## config.mk

```make
export PLATFORM = sky130hd
export DESIGN_NAME = wpk_top
export DESIGN_NICKNAME = d
export VERILOG_FILES = /design/src/rtl/wpk_pkg.sv /design/src/rtl/wpk_fifo.sv /design/src/rtl/wpk_sticky.sv /design/src/rtl/wpk_top.sv
export SDC_FILE = /design/constraint.sdc
export NUM_CORES = 1
export LEC_CHECK = 0
export BUFFER_PORTS_ARGS = -buffer_cell sky130_fd_sc_hd__buf_2
export CAP_MARGIN = 20
export CORE_MARGIN = 4
export CORE_UTILIZATION = 50
export DETAILED_ROUTE_END_ITERATION = 10
export PLACE_DENSITY = 0.71
export SETUP_SLACK_MARGIN = 0.2
export SKIP_LAST_GASP = 1
export SLEW_MARGIN = 0
export SYNTH_ARGS = -nofsm -noshare
export SYNTH_HDL_FRONTEND = slang
export SYNTH_SLANG_ARGS = --single-unit
export TNS_END_PERCENT = 20
```

## constraint.sdc

```tcl
create_clock -name clk -period 8.86 [get_ports clk]
set_input_delay 1.772 -clock clk [delete_from_list [all_inputs] [get_ports clk]]
set_output_delay 1.772 -clock clk [all_outputs]
set_load 0.005 [all_outputs]
```

## src/rtl/wpk_pkg.sv

```systemverilog
package wpk_pkg;

  // Serial word size in bytes from the bit length
  function automatic logic [2:0] wpk_bytes(input logic [5:0] bits);
    if (bits <= 6'd8)       return 3'd1;
    else if (bits <= 6'd16) return 3'd2;
    else                    return 3'd4;
  endfunction

  // Host word with bytes from the top down -> right-aligned serial word
  function automatic logic [31:0] wpk_tx_align(input logic [31:0] w, input logic [2:0] nb);
    case (nb)
      3'd1:    return {24'h0, w[31:24]};
      3'd2:    return {16'h0, w[31:16]};
      default: return w;
    endcase
  endfunction

  // Received word trimmed to the serial word size
  function automatic logic [31:0] wpk_rx_trim(input logic [31:0] w, input logic [2:0] nb);
    case (nb)
      3'd1:    return {24'h0, w[7:0]};
      3'd2:    return {16'h0, w[15:0]};
      default: return w;
    endcase
  endfunction

  // Index of each sticky bit inside its 4-bit group
  localparam int OP_IN_DONE  = 3;  // op_flags bit 11
  localparam int OP_OUT_DONE = 2;  // op_flags bit 10
  localparam int OP_IN_SVC   = 1;  // op_flags bit 9
  localparam int OP_OUT_SVC  = 0;  // op_flags bit 8
  localparam int ER_OUT_OVR  = 3;  // err_flags bit 5
  localparam int ER_IN_UND   = 2;  // err_flags bit 4
  localparam int ER_OUT_UND  = 1;  // err_flags bit 3
  localparam int ER_IN_OVR   = 0;  // err_flags bit 2

endpackage

```

## src/rtl/wpk_fifo.sv

```systemverilog
module wpk_fifo #(
  parameter int DEPTH = 8,
  parameter int W     = 32,
  localparam int PTR_W = (DEPTH > 1) ? $clog2(DEPTH) : 1,
  localparam int LVL_W = $clog2(DEPTH + 1)
) (
  input  logic             clk,
  input  logic             rst_n,
  input  logic             push,
  input  logic [W-1:0]     wdata,
  input  logic             pop,
  output logic [W-1:0]     head,
  output logic [LVL_W-1:0] level,
  output logic             full,
  output logic             empty
);
  logic [W-1:0]     mem [DEPTH];
  logic [PTR_W-1:0] wr_ptr, rd_ptr;
  logic             do_push, do_pop;

  assign full    = (level == LVL_W'(DEPTH));
  assign empty   = (level == '0);
  assign do_push = push && !full;
  assign do_pop  = pop && !empty;
  assign head    = mem[rd_ptr];

  function automatic logic [PTR_W-1:0] nxt(input logic [PTR_W-1:0] p);
    return (p == PTR_W'(DEPTH - 1)) ? '0 : p + 1'b1;
  endfunction

  always_ff @(posedge clk) begin
    if (do_push) mem[wr_ptr] <= wdata;
  end

  always_ff @(posedge clk or negedge rst_n) begin
    if (!rst_n) begin
      wr_ptr <= '0;
      rd_ptr <= '0;
      level  <= '0;
    end else begin
      if (do_push) wr_ptr <= nxt(wr_ptr);
      if (do_pop)  rd_ptr <= nxt(rd_ptr);
      case ({do_push, do_pop})
        2'b10:   level <= level + 1'b1;
        2'b01:   level <= level - 1'b1;
        default: level <= level;
      endcase
    end
  end

  AST_NO_OVERFLOW: assert property (@(posedge clk) disable iff (!rst_n)
    level <= LVL_W'(DEPTH));

  AST_FULL_HOLDS: assert property (@(posedge clk) disable iff (!rst_n)
    (full && push && !pop) |=> full);
endmodule

```

## src/rtl/wpk_sticky.sv

```systemverilog
module wpk_sticky #(
  parameter int W = 4
) (
  input  logic         clk,
  input  logic         rst_n,
  input  logic [W-1:0] set,
  input  logic [W-1:0] clr,
  output logic [W-1:0] q
);
  // Set wins over clear in the same cycle
  always_ff @(posedge clk or negedge rst_n) begin
    if (!rst_n) q <= '0;
    else        q <= (q & ~clr) | set;
  end

  AST_SET_WINS: assert property (@(posedge clk) disable iff (!rst_n)
    (set != '0) |=> ((q & $past(set)) == $past(set)));
endmodule

```

## src/rtl/wpk_top.sv

```systemverilog
module wpk_top
  import wpk_pkg::*;
#(
  parameter int DEPTH = 8,
  parameter int BLK   = 4,
  parameter int CNT_W = 16,
  localparam int LVL_W = $clog2(DEPTH + 1)
) (
  input  logic             clk,
  input  logic             rst_n,
  input  logic [5:0]       cfg_bits,
  input  logic [CNT_W-1:0] cfg_count,
  input  logic             start,
  input  logic             host_wr,
  input  logic [31:0]      host_wdata,
  input  logic             host_rd,
  output logic [31:0]      host_rdata,
  input  logic             sh_tx_req,
  output logic [31:0]      sh_tx_data,
  input  logic             sh_rx_valid,
  input  logic [31:0]      sh_rx_data,
  input  logic             op_clr_wr,
  input  logic [31:0]      op_clr_data,
  input  logic             err_clr_wr,
  input  logic [31:0]      err_clr_data,
  input  logic [31:0]      err_en,
  output logic [31:0]      op_flags,
  output logic [31:0]      err_flags,
  output logic             irq,
  output logic             blk_mode
);
  logic [2:0]       nbytes;
  logic [31:0]      out_head, in_head;
  logic [LVL_W-1:0] out_lvl, in_lvl;
  logic             out_full, out_empty, in_full, in_empty;

  assign nbytes = wpk_bytes(cfg_bits);

  wpk_fifo #(.DEPTH(DEPTH), .W(32)) u_out_fifo (
    .clk(clk), .rst_n(rst_n), .push(host_wr), .wdata(host_wdata),
    .pop(sh_tx_req), .head(out_head), .level(out_lvl),
    .full(out_full), .empty(out_empty));

  wpk_fifo #(.DEPTH(DEPTH), .W(32)) u_in_fifo (
    .clk(clk), .rst_n(rst_n), .push(sh_rx_valid), .wdata(wpk_rx_trim(sh_rx_data, nbytes)),
    .pop(host_rd), .head(in_head), .level(in_lvl),
    .full(in_full), .empty(in_empty));

  assign sh_tx_data = out_empty ? 32'h0 : wpk_tx_align(out_head, nbytes);
  assign host_rdata = in_empty  ? 32'h0 : in_head;

  // Named events
  logic ev_out_ovr, ev_in_und, ev_out_und, ev_in_ovr, ev_tx_word, ev_rx_word;
  assign ev_out_ovr = host_wr && out_full;
  assign ev_in_und  = host_rd && in_empty;
  assign ev_out_und = sh_tx_req && out_empty;
  assign ev_in_ovr  = sh_rx_valid && in_full;
  assign ev_tx_word = sh_tx_req && !out_empty;
  assign ev_rx_word = sh_rx_valid && !in_full;

  // Transfer counters
  logic [CNT_W-1:0] tx_cnt, rx_cnt;
  logic             tx_more, rx_more, ev_tx_done, ev_rx_done;
  assign tx_more    = (tx_cnt != cfg_count);
  assign rx_more    = (rx_cnt != cfg_count);
  assign ev_tx_done = !start && ev_tx_word && tx_more && (cfg_count != '0) &&
                      (tx_cnt + CNT_W'(1) == cfg_count);
  assign ev_rx_done = !start && ev_rx_word && rx_more && (cfg_count != '0) &&
                      (rx_cnt + CNT_W'(1) == cfg_count);

  always_ff @(posedge clk or negedge rst_n) begin
    if (!rst_n) begin
      tx_cnt <= '0;
      rx_cnt <= '0;
    end else if (start) begin
      tx_cnt <= '0;
      rx_cnt <= '0;
    end else begin
      if (ev_tx_word && tx_more) tx_cnt <= tx_cnt + 1'b1;
      if (ev_rx_word && rx_more) rx_cnt <= rx_cnt + 1'b1;
    end
  end

  // Service edge detectors (empty output FIFO has room at reset)
  logic in_svc_cond, out_svc_cond, in_svc_prev, out_svc_prev;
  assign in_svc_cond  = (in_lvl >= LVL_W'(BLK));
  assign out_svc_cond = ((LVL_W'(DEPTH) - out_lvl) >= LVL_W'(BLK));

  always_ff @(posedge clk or negedge rst_n) begin
    if (!rst_n) begin
      in_svc_prev  <= 1'b0;
      out_svc_prev <= 1'b1;
    end else begin
      in_svc_prev  <= in_svc_cond;
      out_svc_prev <= out_svc_cond;
    end
  end

  // Sticky flag groups
  logic [3:0] op_set, op_clr, op_q, er_set, er_clr, er_q;
  always_comb begin
    op_set = '0;
    op_set[OP_IN_DONE]  = ev_rx_done;
    op_set[OP_OUT_DONE] = ev_tx_done;
    op_set[OP_IN_SVC]   = in_svc_cond && !in_svc_prev;
    op_set[OP_OUT_SVC]  = out_svc_cond && !out_svc_prev;
    op_clr = op_clr_wr ? op_clr_data[11:8] : 4'h0;
    if (start) begin
      op_clr[OP_IN_DONE]  = 1'b1;
      op_clr[OP_OUT_DONE] = 1'b1;
    end
    er_set = '0;
    er_set[ER_OUT_OVR] = ev_out_ovr;
    er_set[ER_IN_UND]  = ev_in_und;
    er_set[ER_OUT_UND] = ev_out_und;
    er_set[ER_IN_OVR]  = ev_in_ovr;
    er_clr = err_clr_wr ? err_clr_data[5:2] : 4'h0;
  end

  wpk_sticky #(.W(4)) u_op_flags  (.clk(clk), .rst_n(rst_n), .set(op_set), .clr(op_clr), .q(op_q));
  wpk_sticky #(.W(4)) u_err_flags (.clk(clk), .rst_n(rst_n), .set(er_set), .clr(er_clr), .q(er_q));

  assign op_flags  = {20'h0, op_q, in_full, out_full, !in_empty, !out_empty, 4'h0};
  assign err_flags = {26'h0, er_q, 2'b00};
  assign irq       = (|(err_flags & err_en)) || (|op_q);
  assign blk_mode  = (cfg_count > CNT_W'(DEPTH));

  AST_OUT_OVR_FLAG: assert property (@(posedge clk) disable iff (!rst_n)
    (host_wr && out_full) |=> err_flags[5]);
  AST_IN_UND_ZERO: assert property (@(posedge clk) disable iff (!rst_n)
    (host_rd && in_empty) |-> (host_rdata == 32'h0));
  AST_OUT_UND_FLAG: assert property (@(posedge clk) disable iff (!rst_n)
    (sh_tx_req && out_empty) |=> err_flags[3]);
  AST_IN_OVR_FLAG: assert property (@(posedge clk) disable iff (!rst_n)
    (sh_rx_valid && in_full) |=> err_flags[2]);
  AST_DONE_STICKY: assert property (@(posedge clk) disable iff (!rst_n)
    (op_flags[10] && !start && !(op_clr_wr && op_clr_data[10])) |=> op_flags[10]);
endmodule

```

; ---- Yosys cells after proc, flatten, opt, wreduce, memory -nomap -nowiden
; Memory sizes are Yosys's and may differ from the RTL's.
; Index checks and enable logic that the tools add are counted.
[word_totals]
mem_bits_rw = 512
regBits = 62
memories = 2
input_bits = 191
output_inout_bits = 130
[op_classes]
muxes = 23
n_addsub = 11
reduce_logical = 37
eq_ne = 16
order_cmp = 5
n_bitwise = 7
[memory_table]
columns = memory, depth, width, rd, rd_ports_with_merged_regs, write_ports, line_no
row1 = u_in_fifo.mem, 8, 32, 1, 0, 1, wpk_fifo.sv:17  ; logic [W-1:0] mem [DEPTH];
row2 = u_out_fifo.mem, 8, 32, 1, 0, 1, wpk_fifo.sv:17
[op_table]
columns = op, n
row1 = 32-bit one-hot mux with 2 select lines, 2
row2 = 16-bit two-way mux, 4
row3 = 32-bit two-way mux, 2
row4 = 16-bit by 1-bit adder with 16-bit output (second input constant), 2
row5 = 6-bit by 32-bit bitwise AND with 32-bit output, 1
row6 = 16-bit equality test, 2
row7 = 16-bit inequality test, 2
row8 = 32-bit OR reduction, 1
row9 = 1-bit logical AND, 20
row10 = 3-bit two-way mux, 6
row11 = 16-bit by 4-bit greater-than comparator with 1-bit output (second input constant), 1
row12 = 4-bit one-hot mux with 2 select lines, 2
row13 = 16-bit nonzero test, 1
row14 = 3-bit by 1-bit adder with 3-bit output (second input constant), 4
row15 = 3-bit equality test (second input constant), 4
row16 = 4-bit by 1-bit adder with 4-bit output (second input constant), 2
row17 = 4-bit bitwise AND, 2
row18 = 4-bit equality test (second input constant), 2
row19 = 4-bit by 3-bit >= comparator with 1-bit output (second input constant), 2
row20 = 4-bit logical NOT, 2
row21 = 4-bit two-way mux, 2
row22 = 4-bit inverter, 2
row23 = 4-bit bitwise OR, 2
row24 = 2-bit nonzero test, 4
row25 = other kinds (13), 25

; ---- Longest topological paths before layout
[logic_depth]
word_depth = 8
ltp_mapped = 13
depth_no_buf = 13

; ---- By module
; From an unflattened synthesis, not the netlist that was laid out.
[hier_totals]
cells_unflattened = 1451
area_unflattened_um2 = 25084.1
[modules_own_cells]
columns = mod, area_each_um2, n_inst, cells_per_inst
row1 = wpk_fifo at u_in_fifo, 10302.4, 1, 440
row2 = wpk_fifo at u_out_fifo, 10298.6, 1, 438
row3 = wpk_top, 4192.8, 1, 549
row4 = wpk_sticky, 145.1, 2, 12

; ---- Worst setup path before layout
; Ideal clock, no wire load.
[synth_path]
kind = in2reg
from = in sh_rx_valid
to = mem u_in_fifo.mem[0][0] (enable)
arrival_time_ps = 5381
t_required_ps = 8359
setup_ps = 501
path_slack_ps = 2977
stages = 4
path_cell_list = nor2b_1 > inv_1 > buf_1 > nor4_1
[synth_via]
elab_chain_len = 3
[synth_rtl]
columns = item, line_no
row1 = start: declaration, wpk_top.sv:20  ; input logic sh_rx_valid,
row2 = 1-bit logical AND, wpk_fifo.sv:23  ; assign do_push = push && !full;
row3 = 1-bit two-way mux, wpk_fifo.sv:32  ; if (do_push) mem[wr_ptr] <= wdata;
row4 = 1-bit two-way mux (not written as such), wpk_fifo.sv:32
row5 = end: declaration, wpk_fifo.sv:17
; No other way between the ends.

; ---- Worst setup path in the final report
[layout_path]
from = in cfg_bits[0]
to = out sh_tx_data[15]
[layout_via]
elab_chain_len = 6
[layout_rtl]
columns = item, line_no
row1 = start: declaration, wpk_top.sv:11  ; input logic [5:0] cfg_bits,
row2 = 6-bit by 5-bit less-or-equal comparator with 1-bit output, wpk_pkg.sv:6  ; else if (bits <= 6'd16) return 3'd2;
row3 = 3-bit two-way mux, wpk_pkg.sv:6
row4 = 3-bit two-way mux (*), wpk_pkg.sv:5  ; if (bits <= 6'd8) return 3'd1;
row5 = 3-bit by 2-bit equality test with 1-bit output / 3-bit by 1-bit equality test with 1-bit output (equally long branches), wpk_pkg.sv:12  ; case (nb)
row6 = 32-bit one-hot mux with 2 select lines (*), wpk_pkg.sv:12
row7 = 32-bit two-way mux (*), wpk_top.sv:49  ; assign sh_tx_data = out_empty ? 32'h0 : wpk_tx_align(out_head, nbytes);
row8 = end: declaration, wpk_top.sv:19  ; output logic [31:0] sh_tx_data,
; Every way passes the cells marked *; elsewhere a longest branch is shown, timed or not.

==> reports/qor.csv <==
stage;metric;value;unit
clocking;clock root cell;clkbuf_16;
synthesis;Syn Std Cell Area;24600;um^2
global_route;first-pass GRT wire length;79600;um
floorplan;chip height;230;um
synthesis;Top FF cell, synth;edfxtp_1;
synthesis;EDFF count, synth;512;
clocking;clock latency on the worst-skew pair;630;ps
drt;Residual DRC;0;
synthesis;post-synthesis compound-gate area fraction;0.0342;
pwr;Worst IR Drop VDD;0.240;mV
floorplan;die width;230;um
clocking;clk sinks;574;
pwr;pwr dens;305;nW/um^2
synthesis;XOR/XNOR share of the synthesized area;0.0281;
drt;detailed-route vias per instance;5.69;
min_path;worst hold path class;reg2reg;
drt;routed len/inst;22.3;um
global_route;initial antenna violation count;9;
clocking;# hold bufs at CTS;0;
sta;Rel. slew slack;0.325;
finish;Util after Layout;0.582;
floorplan;Die ar.;52800;um^2
floorplan;Top Ports;321;
clocking;clock-pin slew on the worst setup and hold paths;60;ps
synthesis;ys async rst share;0.108;
drt;Routed Antenna Nets;0;
clocking;total CTS buffers;58;
synthesis;largest family of logic cells by synthesized area;multiplexers;
synthesis;Post-Synth Simple-Gate Area;0.0579;
run_status;status;completed;
synthesis;proportion of synthesized area in mux cells;0.149;
placed_design;PortBufs;184;
synthesis;Seq/Total Area, Yosys;0.689;
worst_setup_path;Crit Path Max Fanout;35;
sta;Setup TNS;0;ps
clocking;CTS tree;built;
flow_run;total of max-cap violations;0;
clocking;clk buf depth;3;
sta;achievable frequency;168;MHz
floorplan;Initial Util;0.511;
clocking;H-tree depth;2;
drt;M1 wire length;21200;um
finish;Area growth syn-to-layout;14.0;%
worst_setup_path;Critical Path End Type;output port;
worst_setup_path;Worst Setup Start Kind;input pin;
drt;via count;13200;
global_route;total gr overflow;0;
sta;Final period util;0.670;
synthesis;Post-Synth Adder-Cell Area;0.00977;
drt;routed wl met2;25800;um
finish;final net count;1832;
synthesis;Synth Area per Inst;17.2;um^2
global_route;pin count of the biggest net entering global routing;67;
sta;Worst Skew;28.3;ps
drt;DRT Pass-1 Iters;5;
worst_setup_path;Crit path arrival time;4170;ps
placed_design;HPWL Detailed;30800;um
pwr;LEAKAGE;9.75;nW
synthesis;Distinct cells, synth;66;
clocking;post_cts resized;0;
sta;RSZ-0062 raised after global routing;false;
global_route;gr usage total;0.195;
worst_setup_path;crit path kind;in2out;
drt;met3 wire len;4040;um
drt;violation count after the first detailed-route iteration;905;
sta;post-route minimum period;5940;ps
pwr;Final Power;0.00853;W
sta;Slew Limit Fails;0;
worst_setup_path;CP Data Required Time;7090;ps
global_route;vias in the first global route;13300;
synthesis;FF+latch count, synth;574;
sta;setup violators final;0;
synthesis;Syn. warnings;0;
finish;layout cells sized above 1;0.283;
floorplan;row count;80;
drt;WL final;52000;um
clocking;postcts setup bufs;0;
drt;DR top layer;met5;
sta;Worst-Margin Slew;1010;ps
floorplan;Core Area;48100;um^2
synthesis;Post-Synthesis Cells;1433;
placed_design;GPL Wtd Cong;0.877;
sta;final hold viol count;0;
## worst max-delay path, cell delays in order
cell and delay [ps]:
buf_2 100, or3_1 410, o21a_1 210, nor2_4 760
nand2_1 390, o22a_1 300, nor2_1 100, buf_2 120
## cell usage in the layout, fill, tap and decap left out, types with 15 or more instances in the layout
cell / Yosys / layout
nor2_1: 109 / 102
mux4_2: 128 / 128
a211oi_1: 18 / 18
mux2i_1: 60 / 60
buf_2: 11 / 184
o21ai_0: 21 / 21
dfrtp_1: 61 / 55
xnor2_1: 62 / 62
nor2b_1: 23 / 23
clkbuf_16: 0 / 58
mux2_2: 15 / 15
ha_1: 16 / 16
xor2_1: 17 / 17
buf_4: 55 / 29
conb_1: 1 / 52
nand2_1: 52 / 52
edfxtp_1: 512 / 512
inv_1: 20 / 20
## cell type report
class	count	area [um^2]
multi-input combinational	755	7160
tap	656	821
timing repair buffer	213	1140
antenna	3	7.51
clock buffer	72	1500
fill	3567	20100
inverter	21	78.8
clock inverter	34	362
sequential	574	16900
## final timing paths
check / start / end / slack [ps] / cells after the start
setup / recovery: cfg_bits[0] / sh_tx_data[15] / 2920 / 8
min in group asynchronous: rst_n / u_out_fifo.wr_ptr[1]$_DFFE_PN0P_ / 1330 / 2
max in group asynchronous: rst_n / u_in_fifo.rd_ptr[0]$_DFFE_PN0P_ / 6910 / 2
hold / removal: in_svc_prev$_DFF_PN0_ / u_op_flags.q[1]$_DFF_PN0_ / 440 / 1
setup reg to reg: u_out_fifo.level[0]$_DFFE_PN0P_ / u_out_fifo.level[3]$_DFFE_PN0P_ / 5280 / 12
hold reg to reg: in_svc_prev$_DFF_PN0_ / u_op_flags.q[1]$_DFF_PN0_ / 440 / 1
## per-stage QoR
stage,cells,hold WS (ps),cell area (um^2),setup WS (ps)
5_1_grt,2325,461,28000,2780
6_report,2328,444,28000,2920
2_1_floorplan,1484,412,24800,2980
4_1_cts,2325,454,28000,2900
3_5_place_dp,2219,443,26100,2900
3_3_place_gp,2219,424,26100,3010
## flip-flops by register name, indices dropped and copies added (netlist names), 4 cells and up
register / count
u_in_fifo.mem: 256
tx_cnt: 16
rx_cnt: 16
u_err_flags.q: 4
u_op_flags.q: 4
u_out_fifo.mem: 256
u_in_fifo.level: 4
u_out_fifo.level: 4
## cell usage after synthesis, types with 3 or more instances
cell	instances	area [um^2]
a2111oi_0	13	114
a211oi_1	18	135
a21o_1	7	52.6
a21oi_1	7	35.0
a221oi_1	8	70.1
a22o_1	5	43.8
a31oi_1	3	18.8
and2_1	11	68.8
and3_1	4	25.0
and4_1	5	43.8
buf_1	16	60.1
buf_2	11	55.1
buf_4	55	413
clkbuf_1	52	195
dfrtp_1	61	1530
edfxtp_1	512	15400
ha_1	16	200
inv_1	20	75.1
mux2_2	15	169
mux2i_1	60	601
mux4_2	128	2880
nand2_1	52	195
nand2b_1	4	25.0
nand3_1	13	65.1
nand4_1	10	62.6
nor2_1	109	409
nor2b_1	23	144
nor3_1	19	95.1
nor4_1	15	93.8
nor4bb_1	3	30.0
o211ai_1	6	45.0
o21a_1	3	22.5
o21ai_0	21	105
o22a_1	8	70.1
o31ai_1	3	22.5
or2_2	4	25.0
xnor2_1	62	543
xor2_1	17	149
## layer usage
metal  vias to the layer above  track usage
li1                       5901            -
met1                      6777        0.268
met2                       475        0.323
met3                        74       0.0486
met4                        12       0.0406
met5                         -            0
## kinds of logic after synthesis
logic type	Yosys count
AOI/OAI and AO/OA	115
other	1
muxes	203
buffers and inverters	155
and+or+nand+nor	288
DFF	574
adders and majority gates	18
xor gates and xnor gates	79
## power breakdown
| group | total (W) | switching, W | internal [W] |
|---|---|---|---|
| logic | 0.00255 | 0.00137 | 0.00118 |
| registers | 0.00362 | 0.000228 | 0.00339 |
| clock network | 0.00236 | 0.00101 | 0.00136 |
Power figures use the tool's default switching activity.
